File: src/rtl/lsx_pkg.sv
package lsx_pkg;

    localparam int INSTR_W = 32;
    localparam int IMM_W   = 12;

    typedef enum logic [1:0] {
        SZ_BYTE = 2'd0,
        SZ_HALF = 2'd1,
        SZ_WORD = 2'd2,
        SZ_DUAL = 2'd3
    } lsx_size_e;

    typedef enum logic [1:0] {
        GRP_NONE   = 2'd0,
        GRP_PLAIN  = 2'd1,
        GRP_EXTRA  = 2'd2,
        GRP_EXCL   = 2'd3
    } lsx_grp_e;

    typedef struct packed {
        lsx_grp_e         grp;
        logic             undef;
        logic             load;
        lsx_size_e        size;
        logic             sext;
        logic             unpriv;
        logic             use_reg;
        logic [IMM_W-1:0] imm;
        logic             pre;
        logic             add;
        logic             wback;
    } lsx_dec_t;

endpackage

File: src/rtl/lsx_classify.sv
module lsx_classify
    import lsx_pkg::*;
(
    input  logic [INSTR_W-1:0] instr,
    output lsx_dec_t           dec
);

    logic fam_plain;
    logic fam_shift_req;
    logic fam_excl;
    logic fam_extra;
    logic unused_fields;

    // Condition field and register numbers belong to other blocks.
    assign unused_fields = ^{instr[31:28], instr[19:12]};

    assign fam_plain     = (instr[27:26] == 2'b01);
    assign fam_shift_req = instr[25] && (instr[11:4] != 8'h00);
    assign fam_excl      = (instr[27:23] == 5'b00011) && (instr[11:4] == 8'hF9);
    assign fam_extra     = (instr[27:25] == 3'b000) && instr[7] && instr[4]
                           && (instr[6:5] != 2'b00);

    always_comb begin
        dec = '0;
        dec.undef = 1'b1;
        dec.grp   = GRP_NONE;

        if (fam_plain && !fam_shift_req) begin
            dec.grp     = GRP_PLAIN;
            dec.undef   = 1'b0;
            dec.load    = instr[20];
            dec.size    = instr[22] ? SZ_BYTE : SZ_WORD;
            dec.use_reg = instr[25];
            dec.imm     = instr[11:0];
            dec.pre     = instr[24];
            dec.add     = instr[23];
            dec.wback   = !instr[24] || instr[21];
            dec.unpriv  = !instr[24] && instr[21];
        end else if (fam_excl) begin
            dec.grp     = GRP_EXCL;
            dec.undef   = 1'b0;
            dec.load    = instr[20];
            dec.pre     = 1'b1;
            dec.add     = 1'b1;
            dec.wback   = 1'b0;
            dec.use_reg = 1'b0;
            dec.imm     = '0;
            unique case (instr[22:21])
                2'b00:   dec.size = SZ_WORD;
                2'b10:   dec.size = SZ_BYTE;
                2'b11:   dec.size = SZ_HALF;
                default: dec.size = SZ_DUAL;
            endcase
        end else if (fam_extra) begin
            dec.grp     = GRP_EXTRA;
            dec.undef   = 1'b0;
            dec.use_reg = !instr[22];
            dec.imm     = {4'b0000, instr[11:8], instr[3:0]};
            dec.pre     = instr[24];
            dec.add     = instr[23];
            dec.wback   = !instr[24] || instr[21];
            dec.unpriv  = !instr[24] && instr[21];
            unique case (instr[6:5])
                2'b01: begin
                    dec.load = instr[20];
                    dec.size = SZ_HALF;
                    dec.sext = 1'b0;
                end
                2'b10: begin
                    dec.load = 1'b1;
                    dec.size = instr[20] ? SZ_BYTE : SZ_DUAL;
                    dec.sext = instr[20];
                end
                default: begin
                    dec.load = instr[20];
                    dec.size = instr[20] ? SZ_HALF : SZ_DUAL;
                    dec.sext = instr[20];
                end
            endcase
        end
    end

endmodule

File: src/rtl/lsx_agu.sv
module lsx_agu
    import lsx_pkg::*;
#(
    parameter int ADDR_W = 32
) (
    input  lsx_dec_t          dec,
    input  logic [ADDR_W-1:0] base_val,
    input  logic [ADDR_W-1:0] offs_val,
    output logic [ADDR_W-1:0] addr,
    output logic [ADDR_W-1:0] wb_val,
    output logic              wb_en
);

    localparam int PAD_W = ADDR_W - IMM_W;

    logic [ADDR_W-1:0] offset;
    logic [ADDR_W-1:0] moved;
    logic              unused_dec;

    assign unused_dec = ^{dec.grp, dec.undef, dec.load, dec.size, dec.sext, dec.unpriv};

    always_comb begin
        offset = dec.use_reg ? offs_val : {{PAD_W{1'b0}}, dec.imm};
        moved  = dec.add ? (base_val + offset) : (base_val - offset);
        addr   = dec.pre ? moved : base_val;
        wb_en  = dec.wback;
        wb_val = dec.wback ? moved : '0;
    end

endmodule

File: src/rtl/lsx_decode_agu.sv
module lsx_decode_agu
    import lsx_pkg::*;
#(
    parameter int ADDR_W = 32
) (
    input  logic                clk,
    input  logic                rst,
    input  logic                in_valid,
    input  logic [INSTR_W-1:0]  instr,
    input  logic [ADDR_W-1:0]   base_val,
    input  logic [ADDR_W-1:0]   offs_val,
    output logic                out_valid,
    output logic                out_undef,
    output logic                out_load,
    output logic [1:0]          out_size,
    output logic                out_signed,
    output logic                out_unpriv,
    output logic                out_reg_off,
    output logic [ADDR_W-1:0]   out_addr,
    output logic [ADDR_W-1:0]   out_wb_val,
    output logic                out_wb_en
);

    typedef struct packed {
        logic              valid;
        logic              undef;
        logic              load;
        lsx_size_e         size;
        logic              sext;
        logic              unpriv;
        logic              use_reg;
        logic [ADDR_W-1:0] addr;
        logic [ADDR_W-1:0] wbv;
        logic              wben;
    } res_t;

    lsx_dec_t          dec_w;
    logic [ADDR_W-1:0] agu_addr;
    logic [ADDR_W-1:0] agu_wbv;
    logic              agu_wben;
    res_t              res_d;
    res_t              res_q;

    lsx_classify u_classify (
        .instr (instr),
        .dec   (dec_w)
    );

    lsx_agu #(.ADDR_W(ADDR_W)) u_agu (
        .dec      (dec_w),
        .base_val (base_val),
        .offs_val (offs_val),
        .addr     (agu_addr),
        .wb_val   (agu_wbv),
        .wb_en    (agu_wben)
    );

    always_comb begin
        res_d = '0;
        if (in_valid) begin
            res_d.valid = 1'b1;
            res_d.undef = dec_w.undef;
            if (!dec_w.undef) begin
                res_d.load    = dec_w.load;
                res_d.size    = dec_w.size;
                res_d.sext    = dec_w.sext;
                res_d.unpriv  = dec_w.unpriv;
                res_d.use_reg = dec_w.use_reg;
                res_d.addr    = agu_addr;
                res_d.wbv     = agu_wbv;
                res_d.wben    = agu_wben;
            end
        end
    end

    always_ff @(posedge clk) begin
        if (rst) begin
            res_q <= '0;
        end else begin
            res_q <= res_d;
        end
    end

    assign out_valid   = res_q.valid;
    assign out_undef   = res_q.undef;
    assign out_load    = res_q.load;
    assign out_size    = res_q.size;
    assign out_signed  = res_q.sext;
    assign out_unpriv  = res_q.unpriv;
    assign out_reg_off = res_q.use_reg;
    assign out_addr    = res_q.addr;
    assign out_wb_val  = res_q.wbv;
    assign out_wb_en   = res_q.wben;

endmodule

File: config.mk
export PLATFORM = sky130hd
export DESIGN_NAME = lsx_decode_agu
export DESIGN_NICKNAME = d
export VERILOG_FILES = /design/src/rtl/lsx_pkg.sv /design/src/rtl/lsx_classify.sv /design/src/rtl/lsx_agu.sv /design/src/rtl/lsx_decode_agu.sv
export SDC_FILE = /design/constraint.sdc
export NUM_CORES = 1
export LEC_CHECK = 0
export CAP_MARGIN = 10
export CORE_MARGIN = 4
export CORE_UTILIZATION = 25
export CTS_CLUSTER_DIAMETER = 50
export DETAILED_ROUTE_END_ITERATION = 8
export PLACE_DENSITY_LB_ADDON = 0.12
export SLEW_MARGIN = 15
export SYNTH_ARGS = -nofsm -noshare
export SYNTH_HDL_FRONTEND = slang
export SYNTH_SLANG_ARGS = --single-unit
export TNS_END_PERCENT = 20
File: constraint.sdc
create_clock -name clk -period 6.3 [get_ports clk]
set_clock_uncertainty 0.1 [all_clocks]
set_input_delay 1.26 -clock clk [delete_from_list [all_inputs] [get_ports clk]]
set_output_delay 1.26 -clock clk [all_outputs]
set_load 0.005 [all_outputs]
==> results of run 1 <==
## worst max-delay path: stages
cell and delay (ns):
clkdlybuf4s50_1 0.55, nor4b_4 0.07, buf_4 0.14, and4_2 0.24, buf_4 0.13, a21oi_1 0.23, o31ai_2 0.12, or2_2 0.30
nand2b_2 0.23, a21oi_4 0.21, nor2_4 0.06, buf_4 0.15, nor3_1 0.21, a311oi_2 0.09, ha_1 0.35, and3_1 0.17
a221o_1 0.36, a21oi_1 0.18, o211ai_1 0.16, a41oi_2 0.26, o21ai_0 0.15, xnor2_1 0.21, nor2_1 0.06, o21a_1 0.21
## metal layers
metal,vias to the layer above,GRT usage [%],share of wire [%]
li1,3113,-,-
met3,12,2.52,4.7
met1,2659,23.1,50
met4,0,4.38,1.2
met2,144,25.3,44
met5,-,0,0
## worst max path at each step
stage                         start                 endpoint  slack [ns]  depth (start not counted)
after floorplan            instr[7]  out_addr[30]$_SDFF_PP0_        0.46                         25
after global placement     instr[5]  out_addr[31]$_SDFF_PP0_       -0.25                         25
after detailed placement   instr[7]  out_addr[28]$_SDFF_PP0_       -0.23                         23
after CTS                  instr[7]  out_addr[31]$_SDFF_PP0_        0.11                         24
after global routing      instr[22]  out_addr[30]$_SDFF_PP0_      -0.007                         23
final                     instr[27]  out_addr[30]$_SDFF_PP0_        0.32                         24
## flip-flops by register name, summed over array words and instances, names as in the netlist
register / cells
out_addr: 32
out_wb_val: 32
out_size: 2
out_load: 1
out_reg_off: 1
out_signed: 1
out_undef: 1
out_unpriv: 1
out_valid: 1
out_wb_en: 1
## synth_stat cells, drive strengths merged (11+ instances only)
cell	n
a21o	11
and2	12
mux2i	13
nand2	60
dfxtp	73
nor4	11
ha	42
a31oi	24
a21oi	56
nor2	106
nor2b	18
clkbuf	24
xor2	15
xnor2	28
o21ai	37
o31ai	11
nor3	17
nand3	14
o21a	19
inv	16
## layout make-up
type	instances	area [um2]	share of cell area, %
Antenna cell	1	2.50	0.0280
Inverter	16	60.1	0.672
Clock inverter	6	115	1.29
Sequential cell	73	1460	16.3
Tap cell	280	350	3.92
Multi-Input combinational cell	587	4010	44.8
Clock buffer	10	229	2.56
Timing Repair Buffer	305	2720	30.4
## power breakdown
part           internal, mW  switching (mW)  total (mW)
Combinational         0.395           0.376       0.771
Sequential            0.470         0.00231       0.473
Clock                 0.389           0.204       0.593
Total                  1.25           0.582        1.84
## per-stage QoR
| step | hold slack, ns | cell area [um2] | worst slack, ns | TNS [ns] | std cells |
|---|---|---|---|---|---|
| 4_1_cts | 1.44 | 8780 | 0.111 | 0 | 1272 |
| 2_1_floorplan | 1.28 | 5530 | 0.459 | 0 | 705 |
| 6_report | 1.46 | 8940 | 0.321 | 0 | 1278 |
| 5_1_grt | 1.46 | 8940 | -0.00675 | -0.00675 | 1278 |
| 3_3_place_gp | 1.79 | 8430 | -0.250 | -2.56 | 1256 |
| 3_5_place_dp | 1.81 | 8430 | -0.232 | -2.25 | 1256 |
## what timing repair did
action / in CTS / in global routing
buffers inserted: 0 / 5
resized for setup: 0 / 31
setup endpoints to repair: 0 / 23
## logic make-up (layout without fill, tap and decap cells)
kind of cell | Yosys count | after routing
buffers and inverters | 45 | 337
AO/OA/AOI/OAI | 208 | 208
AND/OR/NAND/NOR | 279 | 279
other | 0 | 1
adder cells (fa/ha/maj) | 43 | 43
XOR/XNOR | 43 | 43
multiplexers | 14 | 14
flip-flops | 73 | 73
==> impl_results.md, run 1 <==
* Outcome: finished clean
* Synth Register Bits at 73
* Post-synth net total at 847
* Crit path time final at between 5 and 6 ns
* Area fraction in compound gates after synthesis at 25.4%
* Routed WL per cell at 15.6 um
* Vias per cell at 4.64
* Clk sinks at 73
* Final ANT Viol Nets at 0
* GP Congestion at 0.845
* Initial antenna violation count at 1
* Final slew viol count at 0
* Total chip power at 1.84 mW
* TritonCTS clock tree: done
* Warnings from Yosys at 0
* Slew @ Worst Pin at 1.03 ns
* PD cells at 205 mW/mm2
* Post-synth top area share at 26.4%
* Initial DRC count at 348
* Worst hold path startpoint: rst
* Root Buffer: clkbuf_16
* Filler Cells Inserted at 2244
* Final net count at 1134
* Core region area at ~0.022 mm2
* Crit path DAT at 6.10 ns
* LEAKAGE at 3.73 nW
* End of the worst hold path: out_valid$_SDFF_PP0_
* Post-Synth Adder-Cell Area at 9.86%
* Post-synthesis sequential area ratio at 26.4%
* Tcrit/Tclk final at 94.9%
* Number of global-route vias before repair at 5776
* Area delta synth->final at 61.5%
* Netlist cell types at 71
* Hold Path Depth at 2
* Largest net degree at the start of global routing at 34
* Largest family of logic cells by synthesized area: simple AND/OR/NAND/NOR gates
* Asr flop ratio synth at 0%
* Area share of xor/xnor cells in the synthesized design at between 6 and 7%
* Peak VDD IR at 127 uV
* CTS buffer count at 9
* Max Cap Viol at 0
* Final Hold Viols at 0
* Worst Setup Start Kind: input port
* Gr usage total at between 10% and 20%
* Vias after detailed routing at 5928
* Worst EP required at about 6.4 ns
* Share of cells above drive strength 1 at a little over a fifth
* Most frequent cells in the layout: clkdlybuf4s50_1 (153), buf_4 (145), nor2_1 (100)
* I/O Buffers at around 160
* Synth Instances at 705
* CTS max path bufs at 2
* Final setup vio count at 0
* Ys flop type: dfxtp_1
* Die H at 157 um
* Clock-pin slew on the worst setup and hold paths at 0.06 ns
* Post-route DRC violation count at 0
* Cts hold-fix bufs at 0
* DRT Wirelength at ~20000 um
* Syn Std Cell Area at approximately 0.0055 mm2
* Crit. End Element: register
* Die Width at between 150 and 200 um
* Largest area contributor in the netlist: dfxtp_1
* Post-synth EDFFs at 0
* Most common cell after layout, fill and taps aside: clkdlybuf4s50_1
* FMAX at approximately 0.17 GHz
* Max FO, Critical Path at 4
* Worst setup path class: in2reg
* Multiplexer share of the synthesized area at 2.55%
* Total gr overflow at 0
* Area contributors post-synth: dfxtp_1 (26%), ha_1 (9.5%), nor2_1 (6.9%)
* FP Rows at 54
* Fin util at about two fifths
* Global-route wire length before repair at 31300 um
* H-Tree Depth at 3
* DP Wirelength at about 17000 um
* Worst min path class: in2reg
* Starting Density at 25.4%
* Syn_area_per_cell at 7.85 um2
* Rel. slew slack at about a third
* DRT Pass-1 Iters at 5
* Die Area at 0.0246 mm2
* Post-Synth Simple-Gate Area at 25.9%
* Ports at between 150 and 200
Note: power is estimated with default switching activity, not from simulation.
==> run 2, diff against run 1 <==
PLACE_DENSITY = 0.51   (was not set)
PLACE_DENSITY_LB_ADDON = not set   (was 0.12)
==> run 2 against run 1 <==
Combinational power fell by 5.6%. Non-clock buffer count is 32 lower. Sequential cell count stayed put. Total power down 5.1%. Routed wire length is 2.5% lower. Design area decreased by 3.9%. Sequential share of layout area up 0.66 points. Sequential power about the same. Largest cell class unchanged.
==> impl_results.md, run 2 (same netlist as run 1, synthesis figures left out) <==
* Post_cts resized at 0 (unchanged)
* Ant. Diodes at 0 (was 1)
* Routed WL per cell at 15.7 um (was 15.6 um)
* Most common cell after layout, fill and taps aside: clkdlybuf4s50_1 (unchanged)
* Die Area at 0.0246 mm2 (unchanged)
* Pre-CTS setup slack at -0.252 ns (was -0.232 ns)
* TritonCTS clock tree: done (unchanged)
* Crit path time final at 6.00 ns (was 5.98 ns)
* Die Width at 157 um (unchanged)
* Post-CTS setup-driven buffer insertion count at 0 (unchanged)
* Setup WS post-layout at 0.304 ns (was 0.321 ns)
* Met2 usage at 25.2% (was 25.3%)
* CTS buffer count at 9 (unchanged)
* I/O Buffers at 159 (unchanged)
* Slew @ Worst Pin at 1.03 ns (about the same)
* Final ANT Viol Nets at 0 (unchanged)
* Worst min path class: in2reg (unchanged)
* Rel. slew slack at 31.3% (was 31.6%)
* Outcome: finished clean (unchanged)
* Hold WS at 1.46 ns (about the same)
* Critical Path Max Stage Delay at 0.48 ns (was 0.55 ns)
* Final slew viol count at 0 (unchanged)
* Max FO, Critical Path at 5 (was 4)
* Placed cells at 1229 (was 1256)
* Finished layout cell area at 0.00859 mm2 (was 0.00894 mm2)
* DRT Wirelength at 19500 um (was 20000 um)
* Global-route wire length before repair at 30200 um (was 31300 um)
* Post-Layout Cell Count at 1244 (was 1278)
* Clock-pin slew on the worst setup and hold paths at 0.05 ns (was 0.06 ns)
* Tcrit/Tclk final at 95.2% (was 94.9%)
* Worst setup path class: in2reg (unchanged)
* Met1 Use GR at 21.6% (was 23.1%)
* Dpl cell area at 0.00823 mm2 (was 0.00843 mm2)
* PD cells at 203 mW/mm2 (was 205 mW/mm2)
* DRT Pass-1 Iters at 5 (unchanged)
* Worst EP required at 6.43 ns (was 6.42 ns)
* Vias per cell at 4.68 (was 4.64)
* Cts hold-fix bufs at 0 (unchanged)
* Peak VDD IR at 117 uV (was 127 uV)
* Final setup vio count at 0 (unchanged)
* Final Hold Viols at 0 (unchanged)
* Clk sinks at 73 (unchanged)
* GP Congestion at 0.875 (was 0.845)
* Crit. End Element: register (unchanged)
* LEAKAGE at 3.49 nW (was 3.73 nW)
* H-Tree Depth at 3 (unchanged)
* FP Rows at 54 (unchanged)
* Share of cells above drive strength 1 at 17.3% (was 20.9%)
* Met3 usage at 3.04% (was 2.52%)
* Vias after detailed routing at 5825 (was 5928)
* Root Buffer: clkbuf_16 (unchanged)
* Ports at 172 (unchanged)
* Max Cap Viol at 0 (unchanged)
* CTS max path bufs at 2 (unchanged)
* Number of global-route vias before repair at 5622 (was 5776)
* Cell repeated most along the worst path: buf_4 (unchanged)
* FMAX at 0.167 GHz (about the same)
* DP Wirelength at 16100 um (was 16500 um)
* Largest net degree at the start of global routing at 37 (was 34)
* Core region area at 0.0218 mm2 (unchanged)
* Starting Density at 25.4% (unchanged)
* Total gr overflow at 0 (unchanged)
* Filler Cells Inserted at 2238 (was 2244)
* Crit-path slowest cell: clkdlybuf4s50_1 (unchanged)
* Final net count at 1102 (was 1134)
* Worst Setup Start Kind: input port (unchanged)
* Post-route DRC violation count at 0 (unchanged)
* Initial DRC count at 300 (was 348)
* Most frequent cells in the layout: clkdlybuf4s50_1 (159), buf_4 (113), nor2_1 (100) (was clkdlybuf4s50_1 (153), buf_4 (145), nor2_1 (100))
* Crit path DAT at 6.12 ns (was 6.10 ns)
* Die H at 157 um (unchanged)
* Gr usage total at 15.7% (was 16.2%)
* Area delta synth->final at 55.3% (was 61.5%)
* Initial antenna violation count at 0 (was 1)
* Most Used Layer, Global Route: met2 (unchanged)
[run 2: cell types whose count changed in the layout (fill, tap and decap cells not counted), sizes merged, moves of 2 or more]
cell	previous run	this run
dlymetal6s2s	6	0
clkbuf	10	12
buf	146	114
clkdlybuf4s50	153	159
[run 2: final cells by class]
type	count	area [um2]	area share, %
inverter	16	60.1	0.699
clock buffer	12	246	2.87
clock inverter	3	65.1	0.757
timing repair buffer	273	2460	28.6
multi-input combinational	587	3950	46.0
sequential	73	1460	17.0
tap	280	350	4.08
[run 2: layer usage]
metal / share of wire, % / routed length, um
met5: 0 / 0
met4: 1.0 / 197
met3: 4.7 / 924
met2: 47 / 9080
met1: 48 / 9300
[run 2: final timing paths]
check / from / to / depth (start not counted)
setup / recovery: instr[27] / out_addr[27]$_SDFF_PP0_ / 25
hold / removal: base_val[17] / out_addr[17]$_SDFF_PP0_ / 3
[run 2: stage by stage]
step | utilization (%) | setup TNS [ns] | power, mW
final | 39.4 | 0 | 1.74
after global routing | 39.4 | -0.0738 | 1.87
after CTS | 39.1 | 0 | 1.76
after detailed placement | 37.7 | -1.96 | 1.20
after global placement | 37.7 | -1.55 | 1.20
after floorplan | - | 0 | 0.876
[run 2: report_power, final]
group	internal [mW]	leakage [nW]	total (mW)	switching, mW
Combinational	0.367	2.75	0.728	0.361
Clock	0.355	0.153	0.541	0.186
Sequential	0.471	0.590	0.473	0.00200
Total	1.19	3.49	1.74	0.549
[run 2: critical path: cells and delay by family]
family	cells	cell delay, ns
xor gates and xnor gates	1	0.23
adders and majority gates	2	0.50
muxes	1	0.30
and+or+nand+nor	7	1.21
AOI/OAI and AO/OA	9	1.53
buffers and inverters	5	1.09
==> run 3, diff against run 2 <==
PLACE_DENSITY = 0.5   (was 0.51)
SYNTH_HIERARCHICAL = 1   (was not set)
==> run 3 against run 2 <==
Fmax fell by 2.4%. Synthesized cell count rose by 7.9%. Routed wire length grew 19%. Area after synthesis is 16% higher. Critical path depth decreased by 2. Sequential share of layout area shrank 2.7 points. Utilization is 1.2 points higher.
==> impl_results.md, run 3 <==
* Worst path bufs/invs at 4 (was 5)
* Rel. slew slack at 27.6% (was 31.3%)
* I/O Buffers at 159 (unchanged)
* Filler Cells Inserted at 2569 (was 2238)
* Worst EP required at 6.43 ns (about the same)
* Placed cells at 1372 (was 1229)
* Final Hold Viols at 0 (unchanged)
* Outcome: finished clean (unchanged)
* DRT Wirelength at 23300 um (was 19500 um)
* Crit-path slowest cell: or4b_4 (was clkdlybuf4s50_1)
* Final net count at 1205 (was 1102)
* Most common cell after layout, fill and taps aside: buf_4 (was clkdlybuf4s50_1)
* Unrepaired setup endpoints after global routing: yes
* Global-route wire length before repair at 35800 um (was 30200 um)
* Multi-input gate area in the final layout at 0.00498 mm2 (was 0.00395 mm2)
* FMAX at 0.163 GHz (was 0.167 GHz)
* Tcrit/Tclk final at 97.5% (was 95.2%)
* Final ANT Viol Nets at 0 (unchanged)
* LEAKAGE at 4.16 nW (was 3.49 nW)
* Worst setup path class: in2reg (unchanged)
* Peak VDD IR at 99.3 uV (was 117 uV)
* Hold Path Depth at 2 (was 3)
* Die Width at 168 um (was 157 um)
* GP Congestion at 0.859 (was 0.875)
* Dpl cell area at 0.00958 mm2 (was 0.00823 mm2)
* Cts hold-fix bufs at 0 (unchanged)
* Routed WL per cell at 16.6 um (was 15.7 um)
* Register area at 0.00146 mm2 (unchanged)
* Crit path time final at 6.15 ns (was 6.00 ns)
* Largest net degree at the start of global routing at 74 (was 37)
* Crit path DAT at 6.28 ns (was 6.12 ns)
* TritonCTS clock tree: done (unchanged)
* Crit-path cells: buf_6, nor4b_4, nand3b_1, o31a_1, nor2_4, or4b_4, a222oi_1, buf_4, and4b_2, and2_4, a21oi_4, mux2i_2, nor2_4, ha_4, nand4_1, nor3_2, inv_1, a2111o_1, a211oi_2, o21a_1, buf_4, o31ai_4, and4bb_2
* Max Cap Viol at 0 (unchanged)
* Worst Setup Start Kind: input port (unchanged)
* TNS Setup at 0 ns (unchanged)
* Post-Layout Cell Count at 1400 (was 1244)
* Area delta synth->final at 59.4% (was 55.3%)
* PD cells at 203 mW/mm2 (about the same)
* Critical Path Max Stage Delay at 0.48 ns (about the same)
* Post-route DRC violation count at 0 (unchanged)
* CTS max path bufs at 2 (unchanged)
* Crit. End Element: register (unchanged)
* Slew @ Worst Pin at 1.09 ns (was 1.03 ns)
* Warnings from Yosys at 6 (was 0)
* Worst min path class: in2reg (unchanged)
* DP Wirelength at 18300 um (was 16100 um)
* Syn Std Cell Area at 0.00642 mm2 (was 0.00553 mm2)
* Initial DRC count at 359 (was 300)
* Syn_area_per_cell at 8.43 um2 (was 7.85 um2)
* Starting Density at 25.5% (was 25.4%)
* Hold WS at 1.38 ns (was 1.46 ns)
* Number of global-route vias before repair at 6579 (was 5622)
* Final slew viol count at 0 (unchanged)
* FP Rows at 58 (was 54)
* Core region area at 0.0252 mm2 (was 0.0218 mm2)
* CP endpoint: out_addr[29]$_SDFF_PP0_ (was out_addr[27]$_SDFF_PP0_)
* Worst path depth at 23 (was 25)
* Most frequent cells in the layout: buf_4 (183), clkdlybuf4s50_1 (144), dfxtp_1 (73) (was clkdlybuf4s50_1 (159), buf_4 (113), nor2_1 (100))
* Root Buffer: clkbuf_16 (unchanged)
* Max FO, Critical Path at 6 (was 5)
* Die H at 168 um (was 157 um)
* Initial antenna violation count at 0 (unchanged)
* Clk sinks at 73 (unchanged)
* Critical path's top delay family: simple AND/OR/NAND/NOR gates (was compound AO/OA/AOI/OAI gates)
* Ant. Diodes at 0 (unchanged)
* Die Area at 0.0283 mm2 (was 0.0246 mm2)
* Finished layout cell area at 0.0102 mm2 (was 0.00859 mm2)
* DRT Pass-1 Iters at 4 (was 5)
* Synth Instances at 761 (was 705)
* CP startpoint: instr[26] (was instr[27])
* Total chip power at 2.07 mW (was 1.74 mW)
* Post-synth net total at 901 (was 847)
* Final setup vio count at 0 (unchanged)
* Setup WS post-layout at 0.155 ns (was 0.304 ns)
* Total gr overflow at 0 (unchanged)
* CTS buffer count at 9 (unchanged)
* Share of cells above drive strength 1 at 33.4% (was 17.3%)
* Clock-pin slew on the worst setup and hold paths at 0.07 ns (was 0.05 ns)
* Ports at 172 (unchanged)
* Vias per cell at 4.82 (was 4.68)
* Pre-CTS setup slack at -0.719 ns (was -0.252 ns)
* Gr usage total at 15.8% (was 15.7%)
* Vias after detailed routing at 6744 (was 5825)
* H-Tree Depth at 3 (unchanged)
* Fin util at 40.6% (was 39.4%)
run 3: what timing repair did:
action	4_1_cts	5_1_grt
pin swaps	14	35
endpoints found under the setup margin	26	22
buffers inserted	4	9
gates resized for setup	27	70
run 3: where the power goes:
group	switching, mW	internal [mW]	total (mW)
Clock	0.222	0.347	0.570
Combinational	0.502	0.533	1.04
Sequential	0.00131	0.466	0.467
run 3: routing by layer:
metal	share of wire [%]	GRT usage, %	wire (um)
met1	47	21.4	11000
met2	45	25.2	10500
met3	6.4	3.87	1500
met4	1.4	3.78	322
met5	0	0	0
run 3: worst min path at each step:
stage                                          to                     from
final                        out_valid$_SDFF_PP0_                      rst
after global routing         out_valid$_SDFF_PP0_                      rst
after CTS                   out_unpriv$_SDFF_PP0_                instr[24]
after detailed placement              out_size[1]   out_size[1]$_SDFF_PP0_
after global placement               out_addr[20]  out_addr[20]$_SDFF_PP0_
after floorplan           out_addr[26]$_SDFF_PP0_                      rst
run 3: cell type report:
class                      count  share of cell area (%)
clock buffer                   9                    2.20
multi-input combinational    615                    48.7
clock inverter                 7                   0.930
sequential                    73                    14.3
inverter                      22                   0.807
timing repair buffer         344                    29.0
tap                          330                    4.04
